--- src/rtl/uart_reg_pkg.sv ---
package uart_reg_pkg;
  localparam int unsigned OFS_W = 3;

  localparam logic [OFS_W-1:0] OFS_DATA  = 3'd0;
  localparam logic [OFS_W-1:0] OFS_IEN   = 3'd1;
  localparam logic [OFS_W-1:0] OFS_IDENT = 3'd2;
  localparam logic [OFS_W-1:0] OFS_LCTL  = 3'd3;
  localparam logic [OFS_W-1:0] OFS_MCTL  = 3'd4;
  localparam logic [OFS_W-1:0] OFS_LSTAT = 3'd5;
  localparam logic [OFS_W-1:0] OFS_MSTAT = 3'd6;
  localparam logic [OFS_W-1:0] OFS_SCR   = 3'd7;

  localparam logic [7:0] IDENT_IDLE  = 8'h01;
  localparam logic [7:0] IDENT_THR   = 8'h02;
  localparam logic [7:0] IDENT_RX    = 8'h04;
  localparam logic [7:0] IDENT_FILL  = 8'hC0;
  localparam logic [7:0] LSTAT_RST   = 8'h60;
  localparam logic [7:0] LCTL_RST    = 8'h03;
  localparam logic [7:0] MCTL_RST    = 8'h08;
  localparam logic [7:0] MSTAT_RST   = 8'hB0;

  // Raise a cause: the idle flag drops and the cause bit is set.
  function automatic logic [7:0] ident_raise(input logic [7:0] cur, input logic [7:0] cause);
    return (cur & ~IDENT_IDLE) | cause;
  endfunction

  // Drop a cause: when no cause remains, the idle flag returns.
  function automatic logic [7:0] ident_drop(input logic [7:0] cur, input logic [7:0] cause);
    logic [7:0] t;
    t = cur & ~cause;
    return (t == 8'h00) ? IDENT_IDLE : t;
  endfunction

  // Loopback view of modem status: outputs mapped onto the upper four inputs.
  function automatic logic [7:0] loop_mstat(input logic [7:0] stored, input logic [7:0] mctl);
    return {mctl[3], mctl[2], mctl[0], mctl[1], stored[3:0]};
  endfunction

  // True when any enable bit changes.
  function automatic logic ien_changed(input logic [3:0] old_v, input logic [7:0] new_v);
    return (old_v ^ new_v[3:0]) != 4'h0;
  endfunction
endpackage

--- src/rtl/uart_rx_fifo.sv ---
module uart_rx_fifo #(
  parameter int unsigned DEPTH = 64,
  parameter int unsigned DW    = 8,
  localparam int unsigned PW   = $clog2(DEPTH),
  localparam int unsigned CW   = $clog2(DEPTH + 1)
) (
  input  logic          clk,
  input  logic          rst_n,
  input  logic          push_i,
  input  logic [DW-1:0] din_i,
  input  logic          pop_i,
  output logic [DW-1:0] dout_o,
  output logic [CW-1:0] count_o,
  output logic          empty_o,
  output logic          full_o
);
  logic [DW-1:0] mem [DEPTH];
  logic [PW-1:0] wr_ptr, rd_ptr;
  logic [CW-1:0] cnt;

  function automatic logic [PW-1:0] ptr_next(input logic [PW-1:0] p);
    return (p == PW'(DEPTH - 1)) ? '0 : p + PW'(1);
  endfunction

  assign empty_o = (cnt == '0);
  assign full_o  = (cnt == CW'(DEPTH));
  assign count_o = cnt;
  assign dout_o  = empty_o ? '0 : mem[rd_ptr];

  always_ff @(posedge clk) begin
    if (push_i) mem[wr_ptr] <= din_i;
  end

  always_ff @(posedge clk) begin
    if (!rst_n) begin
      wr_ptr <= '0;
      rd_ptr <= '0;
      cnt    <= '0;
    end else begin
      if (push_i) wr_ptr <= ptr_next(wr_ptr);
      if (pop_i)  rd_ptr <= ptr_next(rd_ptr);
      case ({push_i, pop_i})
        2'b10:   cnt <= cnt + CW'(1);
        2'b01:   cnt <= cnt - CW'(1);
        default: cnt <= cnt;
      endcase
    end
  end

  AST_FIFO_NO_OVERFLOW: assert property (@(posedge clk) disable iff (!rst_n) push_i |-> !full_o);
  AST_FIFO_NO_UNDERFLOW: assert property (@(posedge clk) disable iff (!rst_n) pop_i |-> !empty_o);
endmodule

--- src/rtl/uart_irq_ident.sv ---
module uart_irq_ident
  import uart_reg_pkg::*;
(
  input  logic       clk,
  input  logic       rst_n,
  input  logic       rx_en_i,
  input  logic       thr_en_i,
  input  logic       rx_evt_i,
  input  logic       thr_evt_i,
  input  logic       rx_ack_i,
  input  logic       ident_rd_i,
  output logic [7:0] ident_o,
  output logic       irq_o
);
  logic [7:0] ident_q, ident_d;
  logic       rx_fire, thr_fire;

  always_comb begin
    ident_d = ident_q;
    if (ident_rd_i) ident_d = IDENT_IDLE;
    if (rx_ack_i)   ident_d = ident_drop(ident_d, IDENT_RX);
    rx_fire  = rx_evt_i && rx_en_i && !ident_d[2];
    if (rx_fire)    ident_d = ident_raise(ident_d, IDENT_RX);
    thr_fire = thr_evt_i && thr_en_i;
    if (thr_fire)   ident_d = ident_raise(ident_d, IDENT_THR);
  end

  always_ff @(posedge clk) begin
    if (!rst_n) begin
      ident_q <= IDENT_IDLE;
      irq_o   <= 1'b0;
    end else begin
      ident_q <= ident_d;
      irq_o   <= rx_fire || thr_fire;
    end
  end

  assign ident_o = ident_q;

  AST_IDENT_IDLE_EXCL: assert property (@(posedge clk) disable iff (!rst_n) ident_q[0] == (ident_q[2:1] == 2'b00));
  AST_IDENT_RD_RESETS: assert property (@(posedge clk) disable iff (!rst_n) (ident_rd_i && !rx_evt_i && !thr_evt_i) |=> (ident_q == IDENT_IDLE));
  AST_IRQ_HAS_CAUSE: assert property (@(posedge clk) disable iff (!rst_n) irq_o |-> !ident_q[0]);
endmodule

--- src/rtl/uart_regfile.sv ---
module uart_regfile
  import uart_reg_pkg::*;
#(
  parameter int unsigned RXQ_DEPTH = 64,
  parameter logic [15:0] DIV_RST   = 16'd12,
  localparam int unsigned CW       = $clog2(RXQ_DEPTH + 1)
) (
  input  logic       clk,
  input  logic       rst_n,
  input  logic [2:0] bus_addr,
  input  logic       bus_rd,
  input  logic       bus_wr,
  input  logic [7:0] bus_wdata,
  output logic [7:0] bus_rdata,
  input  logic       rx_push,
  input  logic [7:0] rx_byte,
  output logic       tx_valid,
  output logic [7:0] tx_byte,
  output logic       irq_pulse
);
  logic [3:0]  ien_q;
  logic [7:0]  lctl_q, mctl_q, scr_q;
  logic [15:0] div_q;
  logic        rx_avail_q;

  logic        latch_mode, loop_mode;
  logic        wr_data, rd_data, wr_ien, wr_dlo, wr_dhi, rd_ident;
  logic        ext_push, lb_push, q_push, q_pop;
  logic [7:0]  q_din, q_dout;
  logic [CW-1:0] q_count;
  logic        q_empty, q_full;
  logic [3:0]  ien_eff;
  logic        rx_evt, thr_evt;
  logic [7:0]  ident;

  assign latch_mode = lctl_q[7];
  assign loop_mode  = mctl_q[4];
  assign wr_data  = bus_wr && (bus_addr == OFS_DATA) && !latch_mode;
  assign rd_data  = bus_rd && (bus_addr == OFS_DATA) && !latch_mode;
  assign wr_ien   = bus_wr && (bus_addr == OFS_IEN)  && !latch_mode;
  assign wr_dlo   = bus_wr && (bus_addr == OFS_DATA) &&  latch_mode;
  assign wr_dhi   = bus_wr && (bus_addr == OFS_IEN)  &&  latch_mode;
  assign rd_ident = bus_rd && (bus_addr == OFS_IDENT);

  assign ext_push = rx_push && !loop_mode && !q_full;
  assign lb_push  = wr_data && loop_mode && !q_full;
  assign q_push   = ext_push || lb_push;
  assign q_din    = loop_mode ? bus_wdata : rx_byte;
  assign q_pop    = rd_data && !q_empty;

  assign ien_eff  = wr_ien ? bus_wdata[3:0] : ien_q;
  assign rx_evt   = q_push || (wr_ien && rx_avail_q);
  assign thr_evt  = (wr_data && !loop_mode) || (wr_ien && ien_changed(ien_q, bus_wdata));

  uart_rx_fifo #(.DEPTH(RXQ_DEPTH), .DW(8)) u_rxq (
    .clk(clk), .rst_n(rst_n),
    .push_i(q_push), .din_i(q_din), .pop_i(q_pop),
    .dout_o(q_dout), .count_o(q_count), .empty_o(q_empty), .full_o(q_full)
  );

  uart_irq_ident u_ident (
    .clk(clk), .rst_n(rst_n),
    .rx_en_i(ien_eff[0]), .thr_en_i(ien_eff[1]),
    .rx_evt_i(rx_evt), .thr_evt_i(thr_evt),
    .rx_ack_i(rd_data), .ident_rd_i(rd_ident),
    .ident_o(ident), .irq_o(irq_pulse)
  );

  always_ff @(posedge clk) begin
    if (!rst_n) begin
      ien_q      <= 4'h0;
      lctl_q     <= LCTL_RST;
      mctl_q     <= MCTL_RST;
      scr_q      <= 8'h00;
      div_q      <= DIV_RST;
      rx_avail_q <= 1'b0;
      tx_valid   <= 1'b0;
      tx_byte    <= 8'h00;
    end else begin
      if (wr_ien) ien_q <= bus_wdata[3:0];
      if (bus_wr && bus_addr == OFS_LCTL) lctl_q <= bus_wdata;
      if (bus_wr && bus_addr == OFS_MCTL) mctl_q <= bus_wdata;
      if (bus_wr && bus_addr == OFS_SCR)  scr_q  <= bus_wdata;
      if (wr_dlo) div_q[7:0]  <= bus_wdata;
      if (wr_dhi) div_q[15:8] <= bus_wdata;
      if (q_push) rx_avail_q <= 1'b1;
      else if (rd_data && q_count <= CW'(1)) rx_avail_q <= 1'b0;
      tx_valid <= wr_data && !loop_mode;
      if (wr_data && !loop_mode) tx_byte <= bus_wdata;
    end
  end

  always_comb begin
    bus_rdata = 8'h00;
    if (bus_rd) begin
      case (bus_addr)
        OFS_DATA:  bus_rdata = latch_mode ? div_q[7:0]  : q_dout;
        OFS_IEN:   bus_rdata = latch_mode ? div_q[15:8] : {4'h0, ien_q};
        OFS_IDENT: bus_rdata = ident | IDENT_FILL;
        OFS_LCTL:  bus_rdata = lctl_q;
        OFS_MCTL:  bus_rdata = mctl_q;
        OFS_LSTAT: bus_rdata = {LSTAT_RST[7:1], rx_avail_q};
        OFS_MSTAT: bus_rdata = loop_mode ? loop_mstat(MSTAT_RST, mctl_q) : MSTAT_RST;
        OFS_SCR:   bus_rdata = scr_q;
        default:   bus_rdata = 8'h00;
      endcase
    end
  end

  AST_RX_FLAG_MATCHES_QUEUE: assert property (@(posedge clk) disable iff (!rst_n) rx_avail_q == !q_empty);
  AST_NO_TX_IN_LOOP: assert property (@(posedge clk) disable iff (!rst_n) tx_valid |-> !$past(loop_mode));
  AST_TX_ONE_CYCLE: assert property (@(posedge clk) disable iff (!rst_n) tx_valid |=> !tx_valid || $past(bus_wr));
  AST_RD_WR_EXCL: assert property (@(posedge clk) disable iff (!rst_n) !(bus_rd && bus_wr));
endmodule

--- config.mk ---
export PLATFORM = sky130hd
export DESIGN_NAME = uart_regfile
export DESIGN_NICKNAME = d
export VERILOG_FILES = /design/src/rtl/uart_reg_pkg.sv /design/src/rtl/uart_rx_fifo.sv /design/src/rtl/uart_irq_ident.sv /design/src/rtl/uart_regfile.sv
export SDC_FILE = /design/constraint.sdc
export NUM_CORES = 1
export LEC_CHECK = 0
export ABC_AREA = 1
export BUFFER_PORTS_ARGS = -buffer_cell sky130_fd_sc_hd__buf_2
export CAP_MARGIN = 10
export CELL_PAD_IN_SITES_DETAIL_PLACEMENT = 1
export CELL_PAD_IN_SITES_GLOBAL_PLACEMENT = 2
export CORE_MARGIN = 4
export CORE_UTILIZATION = 38
export DETAILED_ROUTE_END_ITERATION = 6
export PLACE_DENSITY_LB_ADDON = 0.1
export SLEW_MARGIN = 20
export SYNTH_ARGS = -nofsm -noshare
export SYNTH_HDL_FRONTEND = slang
export SYNTH_SLANG_ARGS = --single-unit
--- constraint.sdc ---
create_clock -name clk -period 4.2 [get_ports clk]
set_clock_uncertainty 0.1 [all_clocks]
set_input_delay 0.21 -clock clk [delete_from_list [all_inputs] [get_ports clk]]
set_output_delay 0.21 -clock clk [all_outputs]
set_load 0.01 [all_outputs]
* Yosys cells after proc, flatten, opt, wreduce, memory -nomap -nowiden *
Memory sizes are Yosys's and may differ from the RTL's. A register that Yosys moved wholly into a read port is not among the register bits.
Index checks and enable logic that the tools add are counted.

operators by class
  equal/unequal tests = 12
  add/sub/neg operators = 4
  order comparisons = 1
  reductions and logical operators = 39
  bitwise gates (word level) = 1
  mux-type cells = 22

operator list
  operator               number
  $mux W8                9
  $pmux W8 S8            1
  $logic_and A1 B1 Y1    24
  $mux W6                4
  $pmux W7 S2            1
  $add A6 B1 Y6 const B  2
  $eq A3 B3 Y1 const B   4
  $eq A6 B6 Y1 const B   2
  $logic_not A8 Y1       1
  $add A7 B1 Y7 const B  1
  $eq A7 B7 Y1 const B   1
  $le A7 B1 Y1 const B   1
  $logic_not A7 Y1       1
  $sub A7 B1 Y7 const B  1
  $eq A3 B2 Y1 const B   2
  $logic_not A1 Y1       5
  $logic_or A1 B1 Y1     4
  $mux W1                4
  $mux W2                2
  $reduce_bool A2 Y1     2
  $reduce_bool A4 Y1     1
  $xor A4 B4 Y4          1
  $eq A3 B1 Y1 const B   1
  $logic_not A3 Y1       1
  other kinds (3)        3

word-level totals
  register bits = 82
  bits of input ports = 24
  memories kept = 1
  bits in writable memories = 512
  word-level logic and storage cells = 95
  output and inout bits = 18

memory list
  memory     depth  width  rd ports  clocked after memory_dff  write ports  RTL line            text
  u_rxq.mem  64     8      1         1                         1            uart_rx_fifo.sv:17  logic [DW-1:0] mem [DEPTH];

* Logic depth before layout (Yosys ltp) *
  depth after elaboration = 11
  depth in mapped cells = 14
  depth with buffers taken out = 14

* Modules after synthesis *
From an unflattened synthesis, not the netlist that was laid out.

second synthesis, totals
  cell total of the unflattened synthesis = 2443
  area total of the unflattened synthesis = 25435.6 µm²

by module, submodules not included
  module          instances  area an instance (µm²)  sequential area each (µm²)  cells an instance
  uart_rx_fifo    1          22275.1                 15875.2                     1972
  uart_regfile    1          2844.0                  1081.0                      427
  uart_irq_ident  1          316.6                   180.2                       44

* Worst setup path after synthesis *
Ideal clock, no wire load.

  path type = reg2reg
  start point = register mctl_q[4]
  end point = memory u_rxq.mem[0][1], data pin
  data required time = 3398 ps
  arrival = 3414 ps
  path buffers = 2
  setup time = 702 ps
  stages on the path, launching flop included = 5
  path slack = -15 ps
  period minus slack after synthesis = 4215 ps
  path through = dfxtp_1 buf_2 inv_1 clkbuf_1 o21ai_0

on the way
  longest elaborated chain between the ends = 1

ends and longest elaborated chain
  what                    RTL line            text
  start, declared         uart_regfile.sv:22  logic [7:0] lctl_q, mctl_q, scr_q;
  start signal, assigned  uart_regfile.sv:82  if (bus_wr && bus_addr == OFS_MCTL) mctl_q <= bus_wdata;
  $mux W8                 uart_regfile.sv:48  assign q_din = loop_mode ? bus_wdata : rx_byte;
  via q_din[1]            uart_regfile.sv:29  logic [7:0] q_din, q_dout;
  end, declared           uart_rx_fifo.sv:17

The timed path passes the listed nets, and every way through them passes these cells.

==> impl_metrics.csv <==
group,metric,value,unit
clocking,cts_root_buffer,"clkbuf_16",
sta,setup_viol_count_final,0,
logic_synthesis,syn_avg_cell_area,10.7,um2
power,p_leak,0.0106,uW
cells_and_area,multi_input_area,7010,um2
clocking,clockBufferDepth,3,
grt,gr-usage-all-layers,21.5,%
setup_path,r2r_end,"u_rxq.mem[61][5]$_DFFE_PP_",
power,power,13400,uW
cells_and_area,n_antenna_cell,0,
grt,first_global_vias,18184,
grt,grt_max_degree,132,
cells_and_area,nets,2454,
setup_path,cp.arrival,3.24,ns
sta,fin_crit_sh,84.5,%
sta,max_slew_margin,34.2,%
route,drt-pass1-iter-count,5,
clocking,cts.sinks,600,
sta,rsz0062_at_grt,"false",
clocking,h-tree-depth,3,
grt,grt_overflow,0,
setup_path,cp.required,3.89,ns
floorplanning,die_y,265,um
route,num_vias,17540,
sta,fmax,282,MHz
logic_synthesis,syn-instance-count,2348,
route,drtIter0Drc,1136,
setup_path,crit_type,"flip-flop to primary output",
floorplanning,start_util,38.3,%
floorplanning,fp.dieW,265,um
clocking,clkLatencyLatePin,0.60,ns
outcome,status,"completed",
setup_path,reg2reg_depth,9,
grt,grt_first_pass_wirelength,116000,um
floorplanning,placeableCoreArea,65700,um2
route,via_per_inst,5.25,
setup_path,end_kind,"primary output",
placed_design,port_buffers,41,
sta,fin_crit,3.55,ns
logic_synthesis,ys_seq_area_share,68.0,%
route,antenna_left,0,
setup_path,cp-endpoint,"bus_rdata[1]",
logic_synthesis,synth_seq_cells,600,
cells_and_area,layout_commonest_cell,"nand2_1",
route,wl,76000,um
cells_and_area,drive_gt1_share,10.8,%
clocking,cts_tree,"built",
cells_and_area,final_cell_mix,"nand2_1 (725), edfxtp_1 (512), nand3_1 (453)",
floorplanning,io_pins,42,
setup_path,reg2reg_slack,1.27,ns
clocking,postCtsSetupBuffers,0,
run,max-cap-violations,0,
route,wl_per_cell,22.7,um
logic_synthesis,synth.net_count,2378,
sta,finalSetupTns,0,ns
power,power_density,464,nW/um2
logic_synthesis,syn-cell-area,25200,um2
floorplanning,dieArea,70500,um2
sta,hold_violations,0,
clocking,cts.clk_slew.worst_paths,0.06,ns
setup_path,r2r-start,"u_rxq.count_o[0]$_SDFFE_PN0P_",
cells_and_area,fill_cells,7141,
sta,tightest_slew,0.984,ns
logic_synthesis,synth_warnings,0,
grt,antenna_found_initial,1,
setup_path,start_kind,"flip-flop",
clocking,cts-buffers-inserted,69,
min_path,worst_hold_path_type,"input pin to flip-flop",
logic_synthesis,ys_types,53,
cells_and_area,area_delta_synth_final,15.0,%
sta,drv_slew,0,
power,vdd_ir_drop_max,0.000264,V
floorplanning,rows,94,
cells_and_area,seqCellArea,17100,um2
placed_design,dp_hpwl,46600,um
placed_design,gp_congestion,0.797,
route,drc,0,
setup_path,critical_path_peak_fanout,131,
==> through the flow <==
stage                     hold slack [ns]  cells  util [%]  area, um2  worst slack (ns)
after floorplan                     0.245   2348         -      25200             0.192
after global placement              0.318   3207      40.4      26500              1.24
after detailed placement            0.326   3207      40.4      26500              1.23
after CTS                         0.00123   3342      44.0      29000             0.565
after global routing               0.0407   3342      44.0      29000             0.462
final                              0.0442   3342      44.0      29000             0.653
==> state kept, by name, summed over array words and instances, names as in the netlist, 4 cells and up, named ones only <==
name / count
lctl_q: 8
u_rxq.rd_ptr: 6
div_q: 16
u_ident.ident_o: 8
u_rxq.count_o: 7
u_rxq.wr_ptr: 6
tx_byte: 8
mctl_q: 8
ien_q: 4
u_rxq.mem: 512
scr_q: 8
==> report_power, final <==
part / total [uW] / switching (uW) / internal, uW
combinational: 682 / 520 / 162
clock: 6180 / 2400 / 3780
sequential: 6560 / 23.4 / 6540
total: 13400 / 2940 / 10500
==> kinds of logic (layout without fill, tap and decap cells) <==
| logic type | Yosys count | after routing | synth area share (%) |
|---|---|---|---|
| buffers and inverters | 204 | 334 | 4.27 |
| xor gates and xnor gates | 3 | 3 | 0.104 |
| DFF | 600 | 600 | 68.0 |
| and+or+nand+nor | 1368 | 1368 | 23.7 |
| AOI/OAI and AO/OA | 167 | 167 | 3.63 |
| adders and majority gates | 6 | 6 | 0.298 |
==> worst min-delay path by stage <==
stage / from / end / slack (ns) / depth (start not counted)
finish: rst_n / div_q[3]$_SDFFE_PN1P_ / 0.04 / 2
global route: rst_n / div_q[3]$_SDFFE_PN1P_ / 0.04 / 2
CTS: rst_n / div_q[3]$_SDFFE_PN1P_ / 0.001 / 2
detailed placement: u_ident.ident_o[6]$_SDFF_PN0_ / u_ident.ident_o[6]$_SDFF_PN0_ / 0.33 / 2
global placement: u_ident.ident_o[6]$_SDFF_PN0_ / u_ident.ident_o[6]$_SDFF_PN0_ / 0.32 / 2
floorplan: bus_wdata[4] / div_q[4]$_SDFFE_PN0P_ / 0.24 / 2
==> layer usage <==
| layer | wire length, um | up-vias | track usage (%) |
|---|---|---|---|
| li1 | - | 8300 | - |
| met1 | 34200 | 8847 | 29.5 |
| met2 | 37400 | 301 | 36.6 |
| met3 | 2800 | 92 | 2.72 |
| met4 | 1550 | 0 | 5.63 |
| met5 | 0 | - | 0 |
==> synth_stat cells, drive strengths merged <==
cell / n / area, um2
o2111ai: 4 / 35.0
a31oi: 3 / 25.0
o311ai: 1 / 8.76
ha: 6 / 75.1
a21oi: 66 / 338
clkbuf: 31 / 124
and3: 1 / 6.26
nor2: 147 / 591
o211ai: 4 / 30.0
o41ai: 1 / 8.76
o22ai: 2 / 12.5
xnor2: 1 / 8.76
o21ai: 77 / 389
o21bai: 2 / 15.0
a22oi: 6 / 45.0
inv: 72 / 280
nand4: 8 / 81.3
clkinv: 3 / 16.3
nor3b: 4 / 40.0
nor4: 1 / 6.26
nand2: 736 / 2810
o31ai: 1 / 7.51
nor3: 12 / 70.1
buf: 98 / 654
xor2: 2 / 17.5
nand3: 459 / 2350
edfxtp: 512 / 15400
dfxtp: 88 / 1760
==> cell type report <==
| cell class | instances | share of cell area (%) |
|---|---|---|
| Clock inverter | 31 | 1.47 |
| Timing Repair Buffer | 134 | 3.77 |
| Sequential cell | 600 | 59.2 |
| Tap cell | 864 | 3.73 |
| Inverter | 75 | 1.04 |
| Multi-Input combinational cell | 1544 | 24.2 |
| Clock buffer | 94 | 6.54 |
==> critical path, cell delays in order (launching register included) <==
cell and delay, ns:
dfxtp_4 0.39, buf_12 0.45, nand2_1 0.11, nand3_1 0.12, nand3_1 0.14, nand2_1 0.16
nand2_1 0.08, nand3_1 0.18, nand3_1 0.20, nand2_1 0.11, nand2_1 0.05, a21oi_1 0.27
buf_2 0.19
==> what timing repair did <==
action / in CTS / in global routing
gates resized for setup: 0 / 0
hold buffers: 10 / 0
endpoints found under the hold margin: 46 / 0
Note: power is estimated with default switching activity, not from simulation.
